$ cat src/rtl/lftx_pkg.sv
package lftx_pkg;

    localparam int PREFIX_W = 6;

    typedef enum logic [2:0] {
        OP_ID   = 3'b001,
        OP_UM1  = 3'b010,
        OP_AUTH = 3'b011,
        OP_PIN  = 3'b100,
        OP_WR   = 3'b101,
        OP_UM2  = 3'b111
    } op_e;

    typedef enum logic [1:0] {
        S_IDLE  = 2'd0,
        S_ARMED = 2'd1,
        S_SEND  = 2'd2
    } st_e;

    function automatic logic op_known(input logic [2:0] c);
        logic k;
        case (c)
            OP_ID, OP_UM1, OP_AUTH, OP_PIN, OP_WR, OP_UM2: k = 1'b1;
            default:                                       k = 1'b0;
        endcase
        return k;
    endfunction

    function automatic logic [PREFIX_W-1:0] prefix_of(input logic [2:0] c);
        return {2'b00, c, ^c};
    endfunction

endpackage

$ cat src/rtl/lftx_grid_enc.sv
module lftx_grid_enc #(
    parameter  int ROWS = 4,
    parameter  int COLS = 4,
    localparam int DW   = ROWS * COLS,
    localparam int GW   = (ROWS + 1) * (COLS + 1)
) (
    input  logic [DW-1:0] word_i,
    output logic [GW-1:0] grid_o
);

    // Cell (r,c) of the grid sits at bit GW-1-(r*(COLS+1)+c), row-major, MSB first.
    for (genvar r = 0; r < ROWS; r++) begin : g_row
        for (genvar c = 0; c < COLS; c++) begin : g_cell
            assign grid_o[GW-1-(r*(COLS+1)+c)] = word_i[DW-1-(r*COLS+c)];
        end
        assign grid_o[GW-1-(r*(COLS+1)+COLS)] = ^word_i[DW-1-r*COLS -: COLS];
    end

    for (genvar c = 0; c < COLS; c++) begin : g_col
        logic [ROWS-1:0] colbits;
        for (genvar r = 0; r < ROWS; r++) begin : g_pick
            assign colbits[r] = word_i[DW-1-(r*COLS+c)];
        end
        assign grid_o[GW-1-(ROWS*(COLS+1)+c)] = ^colbits;
    end

    assign grid_o[0] = ^word_i;

endmodule

$ cat src/rtl/lftx_frame_build.sv
module lftx_frame_build
    import lftx_pkg::*;
#(
    parameter int RN_W    = 56,
    parameter int DIV_W   = 7,
    parameter int AUTH_W  = 28,
    parameter int ADDR_W  = 4,
    parameter int ROWS    = 4,
    parameter int COLS    = 4,
    parameter int ID_W    = 32,
    parameter int PIN_W   = 32,
    parameter int FRAME_W = 97,
    parameter int CNT_W   = 7
) (
    input  logic [2:0]         cmd_i,
    input  logic [RN_W-1:0]    rn_i,
    input  logic [AUTH_W-1:0]  auth_i,
    input  logic [ADDR_W-1:0]  addr_i,
    input  logic [ROWS*COLS-1:0] wword_i,
    input  logic [ID_W-1:0]    tagid_i,
    input  logic [PIN_W-1:0]   pin_i,
    output logic [FRAME_W-1:0] frame_o,
    output logic [CNT_W-1:0]   len_o,
    output logic               known_o
);

    localparam int GW       = (ROWS + 1) * (COLS + 1);
    localparam int TOP      = FRAME_W - 1 - PREFIX_W;
    localparam int AUTH_LEN = PREFIX_W + RN_W + DIV_W + AUTH_W;
    localparam int WR_LEN   = PREFIX_W + ADDR_W + 1 + GW;
    localparam int PIN_LEN  = PREFIX_W + ID_W + PIN_W;

    logic [GW-1:0] grid;

    lftx_grid_enc #(.ROWS(ROWS), .COLS(COLS)) u_grid (
        .word_i (wword_i),
        .grid_o (grid)
    );

    always_comb begin
        frame_o                        = '0;
        frame_o[FRAME_W-1 -: PREFIX_W] = prefix_of(cmd_i);
        len_o                          = CNT_W'(PREFIX_W);
        known_o                        = op_known(cmd_i);
        case (cmd_i)
            OP_AUTH: begin
                frame_o[TOP -: RN_W]                  = rn_i;
                frame_o[TOP-RN_W -: DIV_W]            = '0;
                frame_o[TOP-RN_W-DIV_W -: AUTH_W]     = auth_i;
                len_o                                 = CNT_W'(AUTH_LEN);
            end
            OP_WR: begin
                frame_o[TOP -: ADDR_W]                = addr_i;
                frame_o[TOP-ADDR_W]                   = ^addr_i;
                frame_o[TOP-ADDR_W-1 -: GW]           = grid;
                len_o                                 = CNT_W'(WR_LEN);
            end
            OP_PIN: begin
                frame_o[TOP -: ID_W]                  = tagid_i;
                frame_o[TOP-ID_W -: PIN_W]            = pin_i;
                len_o                                 = CNT_W'(PIN_LEN);
            end
            default: ;
        endcase
    end

endmodule

$ cat src/rtl/lftx_frame_ser.sv
module lftx_frame_ser
    import lftx_pkg::*;
#(
    parameter int RN_W   = 56,
    parameter int DIV_W  = 7,
    parameter int AUTH_W = 28,
    parameter int ADDR_W = 4,
    parameter int ROWS   = 4,
    parameter int COLS   = 4,
    parameter int ID_W   = 32,
    parameter int PIN_W  = 32
) (
    input  logic                 clk,
    input  logic                 rst_n,
    input  logic                 start_i,
    input  logic [2:0]           cmd_i,
    input  logic                 sync_i,
    input  logic                 tick_i,
    input  logic [RN_W-1:0]      rn_i,
    input  logic [AUTH_W-1:0]    auth_i,
    input  logic [ADDR_W-1:0]    addr_i,
    input  logic [ROWS*COLS-1:0] wword_i,
    input  logic [ID_W-1:0]      tagid_i,
    input  logic [PIN_W-1:0]     pin_i,
    output logic                 txd_o,
    output logic                 txv_o,
    output logic                 busy_o,
    output logic                 done_o
);

    localparam int GW       = (ROWS + 1) * (COLS + 1);
    localparam int AUTH_LEN = PREFIX_W + RN_W + DIV_W + AUTH_W;
    localparam int WR_LEN   = PREFIX_W + ADDR_W + 1 + GW;
    localparam int PIN_LEN  = PREFIX_W + ID_W + PIN_W;
    localparam int MAX_AW   = (AUTH_LEN > WR_LEN) ? AUTH_LEN : WR_LEN;
    localparam int FRAME_W  = (MAX_AW > PIN_LEN) ? MAX_AW : PIN_LEN;
    localparam int CNT_W    = $clog2(FRAME_W + 1);

    typedef struct packed {
        st_e                st;
        logic [FRAME_W-1:0] sr;
        logic [CNT_W-1:0]   cnt;
        logic               txd;
        logic               txv;
        logic               done;
    } regs_t;

    regs_t              r_d, r_q;
    logic [FRAME_W-1:0] frame;
    logic [CNT_W-1:0]   len;
    logic               known;

    lftx_frame_build #(
        .RN_W(RN_W), .DIV_W(DIV_W), .AUTH_W(AUTH_W), .ADDR_W(ADDR_W),
        .ROWS(ROWS), .COLS(COLS), .ID_W(ID_W), .PIN_W(PIN_W),
        .FRAME_W(FRAME_W), .CNT_W(CNT_W)
    ) u_build (
        .cmd_i   (cmd_i),
        .rn_i    (rn_i),
        .auth_i  (auth_i),
        .addr_i  (addr_i),
        .wword_i (wword_i),
        .tagid_i (tagid_i),
        .pin_i   (pin_i),
        .frame_o (frame),
        .len_o   (len),
        .known_o (known)
    );

    always_comb begin
        r_d      = r_q;
        r_d.txv  = 1'b0;
        r_d.done = 1'b0;
        case (r_q.st)
            S_IDLE: begin
                if (start_i && known) begin
                    r_d.st  = S_ARMED;
                    r_d.sr  = frame;
                    r_d.cnt = len;
                end
            end
            S_ARMED: begin
                if (sync_i) begin
                    r_d.st = S_SEND;
                end
            end
            S_SEND: begin
                if (tick_i) begin
                    r_d.txd = r_q.sr[FRAME_W-1];
                    r_d.txv = 1'b1;
                    r_d.sr  = {r_q.sr[FRAME_W-2:0], 1'b0};
                    r_d.cnt = r_q.cnt - CNT_W'(1);
                    if (r_q.cnt == CNT_W'(1)) begin
                        r_d.done = 1'b1;
                        r_d.st   = S_IDLE;
                    end
                end
            end
            default: r_d.st = S_IDLE;
        endcase
    end

    always_ff @(posedge clk) begin
        if (!rst_n) begin
            r_q <= '0;
        end else begin
            r_q <= r_d;
        end
    end

    assign txd_o  = r_q.txd;
    assign txv_o  = r_q.txv;
    assign done_o = r_q.done;
    assign busy_o = (r_q.st != S_IDLE);

endmodule

$ cat config.mk
export PLATFORM = sky130hd
export DESIGN_NAME = lftx_frame_ser
export DESIGN_NICKNAME = d
export VERILOG_FILES = /design/src/rtl/lftx_pkg.sv /design/src/rtl/lftx_grid_enc.sv /design/src/rtl/lftx_frame_build.sv /design/src/rtl/lftx_frame_ser.sv
export SDC_FILE = /design/constraint.sdc
export NUM_CORES = 1
export LEC_CHECK = 0
export ABC_CLOCK_PERIOD_IN_PS = 2500
export BUFFER_PORTS_ARGS = -buffer_cell sky130_fd_sc_hd__buf_2
export CAP_MARGIN = 20
export CELL_PAD_IN_SITES_DETAIL_PLACEMENT = 1
export CELL_PAD_IN_SITES_GLOBAL_PLACEMENT = 1
export CORE_MARGIN = 4
export CORE_UTILIZATION = 38
export DETAILED_ROUTE_END_ITERATION = 10
export PLACE_DENSITY = 0.77
export SYNTH_ARGS = -nofsm -noshare
export SYNTH_HDL_FRONTEND = slang
export SYNTH_SLANG_ARGS = --single-unit
$ cat constraint.sdc
create_clock -name clk -period 2.5 [get_ports clk]
set_input_delay 0.375 -clock clk [delete_from_list [all_inputs] [get_ports clk]]
set_output_delay 0.375 -clock clk [all_outputs]
set_load 0.03 [all_outputs]
# Yosys cells after proc, flatten, opt, wreduce, memory -nomap -nowiden
# Cells that the tools add are included.
[word_totals] reg_bits=109 input_bits=176 output_inout_bits=4 elab_cells=53
[classes] add_sub_neg=1 eq_ne=13 mux=12 reduce_logical=21
[ops] op="$pmux 104 s2" count=1
[ops] op="$mux 109" count=1
[ops] op="$mux 106" count=1
[ops] op="$pmux 30 s3" count=1
[ops] op="$pmux 34 s2" count=1
[ops] op="$reduce_xor 4->1" count=9
[ops] op="$mux 27" count=1
[ops] op="$pmux 7 s3" count=1
[ops] op="$reduce_xor 16->1" count=1
[ops] op="$eq 3x3->1 const B" count=3
[ops] op="$ne 2x2->1 const B" count=4
[ops] op="$eq 7x1->1 const B" count=1
[ops] op="$sub 7x1->7 const B" count=1
[ops] op="$eq 3x2->1 const B" count=2
[ops] op="$pmux 2 s3" count=1
[ops] op="$reduce_and 3->1" count=2
[ops] op="$reduce_or 6->1" count=1
[ops] op="$mux 2" count=2
[ops] op="$reduce_and 2->1" count=2
[ops] op="$reduce_and 4->1" count=1
[ops] op="$reduce_bool 2->1" count=2
[ops] op="$eq 3x1->1 const B" count=1
[ops] op="$reduce_xor 3->1" count=1
[ops] op="$eq 2x1->1 const B" count=1
[ops] op="other kinds (4)" count=5

# Longest topological paths before layout
[depth] depth_word=6 depth_mapped=10 ltp_nobuf=7

# Cells and area by module
# From an unflattened synthesis, not the netlist that was laid out.
[unflattened] cells_unflattened=748 area_unflattened_um2=5924.4
[by_module_without_submodules] mod="lftx_frame_ser" n_inst=1 cells_each=507 area_per_inst_um2=4325.4 seq_area_each_um2=2182.1
[by_module_without_submodules] mod="lftx_frame_build" n_inst=1 cells_each=198 area_per_inst_um2=1227.4 seq_area_each_um2=0.0
[by_module_without_submodules] mod="lftx_grid_enc" n_inst=1 cells_each=43 area_per_inst_um2=371.6 seq_area_each_um2=0.0

# Worst setup path after synthesis
# Ideal clock, no wire load.
[synth_timing] kind="input port to flip-flop" from="input port cmd_i[2]" to="register r_q[47] (netlist bit)" arrival_time_ps=1962 required_time_ps=2441 path_slack_ps=480 stages=9 n_path_buf=4 path_cell_list="clkbuf_1 and2_1 clkbuf_1 nor2b_1 clkbuf_1 buf_2 a222oi_1 nand2_1 o211a_1"
[synth_between] elab_chain_cells=6
[synth_rtl] element="start, declared" line="lftx_frame_ser.sv:16" text="input logic [2:0] cmd_i,"
[synth_rtl] element="$eq 3x1->1 (tied with other cells)" line="lftx_pkg.sv:22" text="case (c)"
[synth_rtl] element="$reduce_or 6->1" line="lftx_pkg.sv:22"
[synth_rtl] element="$mux 1" line="lftx_pkg.sv:22"
[synth_rtl] element="$logic_and 1x1->1" line="lftx_frame_ser.sv:76" text="if (start_i && known) begin"
[synth_rtl] element="$ne 2x2->1 (no source line)"
[synth_rtl] element="$reduce_and 3->1 (no source line)"
[synth_rtl] element="end signal, assigned" line="lftx_frame_ser.sv:107" text="r_q <= r_d;"
[synth_rtl] element="end, declared" line="lftx_frame_ser.sv:48" text="regs_t r_d, r_q;"
# Several ways; a longest one is shown, not always the timed one. The select of a mux whose other input is x is not followed.
# A chain may end at the register's enable or synchronous reset.

# Final worst setup path
[layout_timing] from="register r_q[108] (netlist bit)" to="register r_q[83] (netlist bit)"
[layout_between] elab_chain_cells=3
[layout_rtl] element="$eq 2x2->1 or $logic_not 2->1 (tied branches)" line="lftx_frame_ser.sv:74" text="case (r_q.st)"
[layout_rtl] element="$ne 2x2->1 (no source line) or $reduce_bool 2->1 (tied branches)"
[layout_rtl] element="$reduce_and 3->1 (no source line)"
# Several ways; a longest one is shown, not always the timed one.

==> run summary <==
The number of buffers inserted during clock tree synthesis came out at 9. The worst hold path endpoint is r_q[23]. The end of the worst register-to-register path was r_q[83].

Static leakage power: 0.002834 uW. The most instantiated flip-flop cell in the synthesis netlist was sky130_fd_sc_hd__dfxtp_1. The first-pass GRT wire length came out at 28660 um. The startpoint identified for the worst register-to-register timing path is r_q[108].

The setup fix buffers added after clock tree synthesis is 0, and the total global routing overflow is 0. For the pin with the worst max-slew slack, the measured transition is 0.8005 ns. The area of combinational cells with multiple inputs was 3113 um^2. The clock tree synthesis step divided the H-tree into 3 levels.

The flow ran to the end, and the final reports show no timing, DRC or antenna violations. The minimum clock period works out to 2.249 ns. After synthesis, the cell types taking the most area are sky130_fd_sc_hd__dfxtp_1, sky130_fd_sc_hd__a22oi_1, sky130_fd_sc_hd__a222oi_1.

The worst register-to-register path has a depth of 6. Derived from the worst setup path, the maximum achievable clock frequency is 0.4446 GHz. Fill cells in the final layout number 1719. The total count of hold-check failures in the final report was 0; the wire length per cell was 18.93 um. Entering global routing, the biggest net connects 48 pins. The logs give 2 for the number of buffers on the longest clock path and 46.63% for the max-slew headroom at the worst pin. The total area inside the core boundary comes to 14100 um^2. Setup repair after global routing left no endpoint under its margin. Across all register-to-register paths, the minimum setup slack is 0.25 ns. The worst setup path is captured at a flip-flop.

The average cell area after synthesis works out to 8.886 um^2. The global-route total usage across every layer was 21.41%; the largest driver fanout on the critical path was 19. Overall via count from detail_route: 5577.

Sink count of the clock tree: 109. The largest total area in the synthesized netlist belongs to sky130_fd_sc_hd__dfxtp_1. The logs give 0 for the initial antenna violation count and 347 for the number of violations reported at the end of detailed-routing iteration 0. For this run, the post-layout net count is 955.

Of the synthesized area, sequential elements account for 39.16%. In the final layout, flip-flops and latches occupy 2182 um^2. The design draws 3969 uW. Residual antenna-violating net count after detailed routing: 0. 180 I/O pins were placed. Cell count of the worst hold path: 3. The run gives 0 as the final count of pins violating max slew. Once detailed placement completed, the half-perimeter wirelength came to 12850 um.

The clock-pin slew reported for the worst setup and hold paths after clock tree synthesis is 0.07 ns. The share of synthesized area in the top cell type comes to 39.16%. After detailed routing, the number of remaining DRC violations is 0. Via count of the first global-routing pass: 5833. The number of distinct library cell variants in the gate-level netlist after synthesis is 48. Across the routed clock network, the largest skew measured is 0.009073 ns.

The sum of routed wire length over all layers came out at 18140 um. TritonCTS built the clock tree. The arrival time at the worst endpoint was 2.55 ns; the number of flops mapped to enable cells by yosys was 0.

Using the TritonRoute via totals, the vias-per-cell ratio works out to 5.822. The run gives 43 as the number of core rows. Hold buffer count at cts: 0. Once the floorplan was initialized, standard cells occupied 39.53% of the core. The post-cts sizing count was 0; the number of max-capacitance violations reported was 0. The number of nets in the synthesized netlist is 809.

Setup violations remaining at the end of the flow were counted as 0. In the synthesized netlist, the number of instances is 627. At the end of routability-driven placement, the weighted congestion stood at 0.8132. By instance count, the leading cell after synthesis is sky130_fd_sc_hd__dfxtp_1.

Counting instances in the post-synthesis netlist gives the leading cell types as sky130_fd_sc_hd__dfxtp_1, sky130_fd_sc_hd__nand2_1, sky130_fd_sc_hd__a22oi_1. The repair_antennas step left the layout with diodes totalling 0. STA classifies the critical path startpoint as a flip-flop.

The final cycle utilization of the critical path came out at 89.97%. Relative to the synthesized area, the layout overhead comes to 24.99%. The power per standard cell area was 570.0 nW/um^2. In this run the cell area of the synthesized design comes to 5572 um^2. The tools report the required arrival time at the worst endpoint as 2.80 ns.

Clock latency on the worst-skew pair, taken at its later pin, is 0.36 ns. The Yosys step of the flow raised 0 warnings. The floorplan die height works out to 129.1 um. Worst hold path startpoint: auth_i[13]. The number of buffer cells added on primary ports was 179. The share of cells above drive strength 1 was 28.92%; the die width was 129.1 um.

IR analysis of the VDD net gives a maximum drop of 0.3308 mV. The setup path with the least slack is of type flip-flop to flip-flop. Of all flip-flops after synthesis, the portion carrying an async set or reset was 0%. The die covers 16660 um^2. The root buffer cell chosen for the clock tree is sky130_fd_sc_hd__clkbuf_16.

The path class of the tightest hold or removal check is input pin to flip-flop. The first detailed-routing pass ran for 7 iterations. The synthesized design contains 109 register bits. The run gives 0 ns as the setup TNS.
area by class of cell:
class,count,area share [%]
Multi-Input combinational cell,450,44.70
Sequential cell,109,31.33
Clock buffer,9,3.234
Timing Repair Buffer,198,16.53
Inverter,5,0.2695
Tap cell,180,3.234
Clock inverter,7,0.7007
registers in the layout, indices dropped and copies added (netlist names):
signal	flops
done_o	1
r_q	106
txd_o	1
txv_o	1
placed cells by master (no fill, tap or decap), types with 20 or more instances in the layout:
master                     synthesis  final
sky130_fd_sc_hd__xnor2_1          20     20
sky130_fd_sc_hd__nor2b_1          27     25
sky130_fd_sc_hd__a222oi_1         34     34
sky130_fd_sc_hd__a22oi_1          55     55
sky130_fd_sc_hd__o21a_1           24     24
sky130_fd_sc_hd__a22o_1           21     21
sky130_fd_sc_hd__buf_2             6    179
sky130_fd_sc_hd__nand2_1          63     63
sky130_fd_sc_hd__o21ai_0          30     30
sky130_fd_sc_hd__a21oi_1          32     32
sky130_fd_sc_hd__dfxtp_1         109    109
through the flow:
step	hold WS, ns	util [%]	instance area, um^2	setup slack (ns)	instances
final	0.2846	49.41	6964	0.2508	958
after global routing	0.2928	49.41	6964	0.1275	958
after CTS	0.2726	49.41	6964	0.2385	958
after detailed placement	0.4611	47.46	6690	0.1525	942
after global placement	0.4464	47.46	6690	0.2797	942
after floorplan	0.4378	-	5572	0.4798	627
per-layer routing:
| layer | wire [um] | vias up | share of wire [%] | global-route usage (%) |
|---|---|---|---|---|
| li1 | - | 2647 | - | - |
| met1 | 7842 | 2719 | 43 | 26.21 |
| met2 | 8861 | 188 | 49 | 37.80 |
| met3 | 1100 | 23 | 6.1 | 3.916 |
| met4 | 332 | 0 | 1.8 | 7.288 |
| met5 | 0 | - | 0 | 0 |
power breakdown:
group / switching [uW] / total [uW] / internal (uW)
combinational: 400 / 743 / 343
clock: 686 / 1370 / 680
sequential: 49.4 / 1860 / 1810
logic make-up (layout without fill, tap and decap cells):
group | count (synthesis) | count (layout) | share of synthesized area (%)
xor+xnor | 32 | 32 | 5.300
buf+inv | 68 | 219 | 5.389
compound gates | 258 | 258 | 34.76
fa+ha+maj | 6 | 6 | 1.347
simple gates | 154 | 154 | 14.04
flops | 109 | 109 | 39.16
how the worst max path moves through the flow:
stage / startpoint / to / slack (ns)
global placement: cmd_i[0] / r_q[79] / 0.28
CTS: r_q[108] / r_q[87] / 0.24
finish: r_q[108] / r_q[83] / 0.25
detailed placement: cmd_i[0] / r_q[87] / 0.15
floorplan: cmd_i[2] / r_q[47] / 0.48
global route: r_q[108] / r_q[78] / 0.13
worst max-delay path: stages, from the launching register on:
cell	delay, ns
sky130_fd_sc_hd__dfxtp_1	0.37
sky130_fd_sc_hd__or3b_4	0.45
sky130_fd_sc_hd__or3_1	0.48
sky130_fd_sc_hd__a211o_4	0.41
sky130_fd_sc_hd__buf_12	0.18
sky130_fd_sc_hd__a21oi_1	0.15
sky130_fd_sc_hd__o21a_1	0.15
No activity file was read; power rests on OpenSTA's default activity.
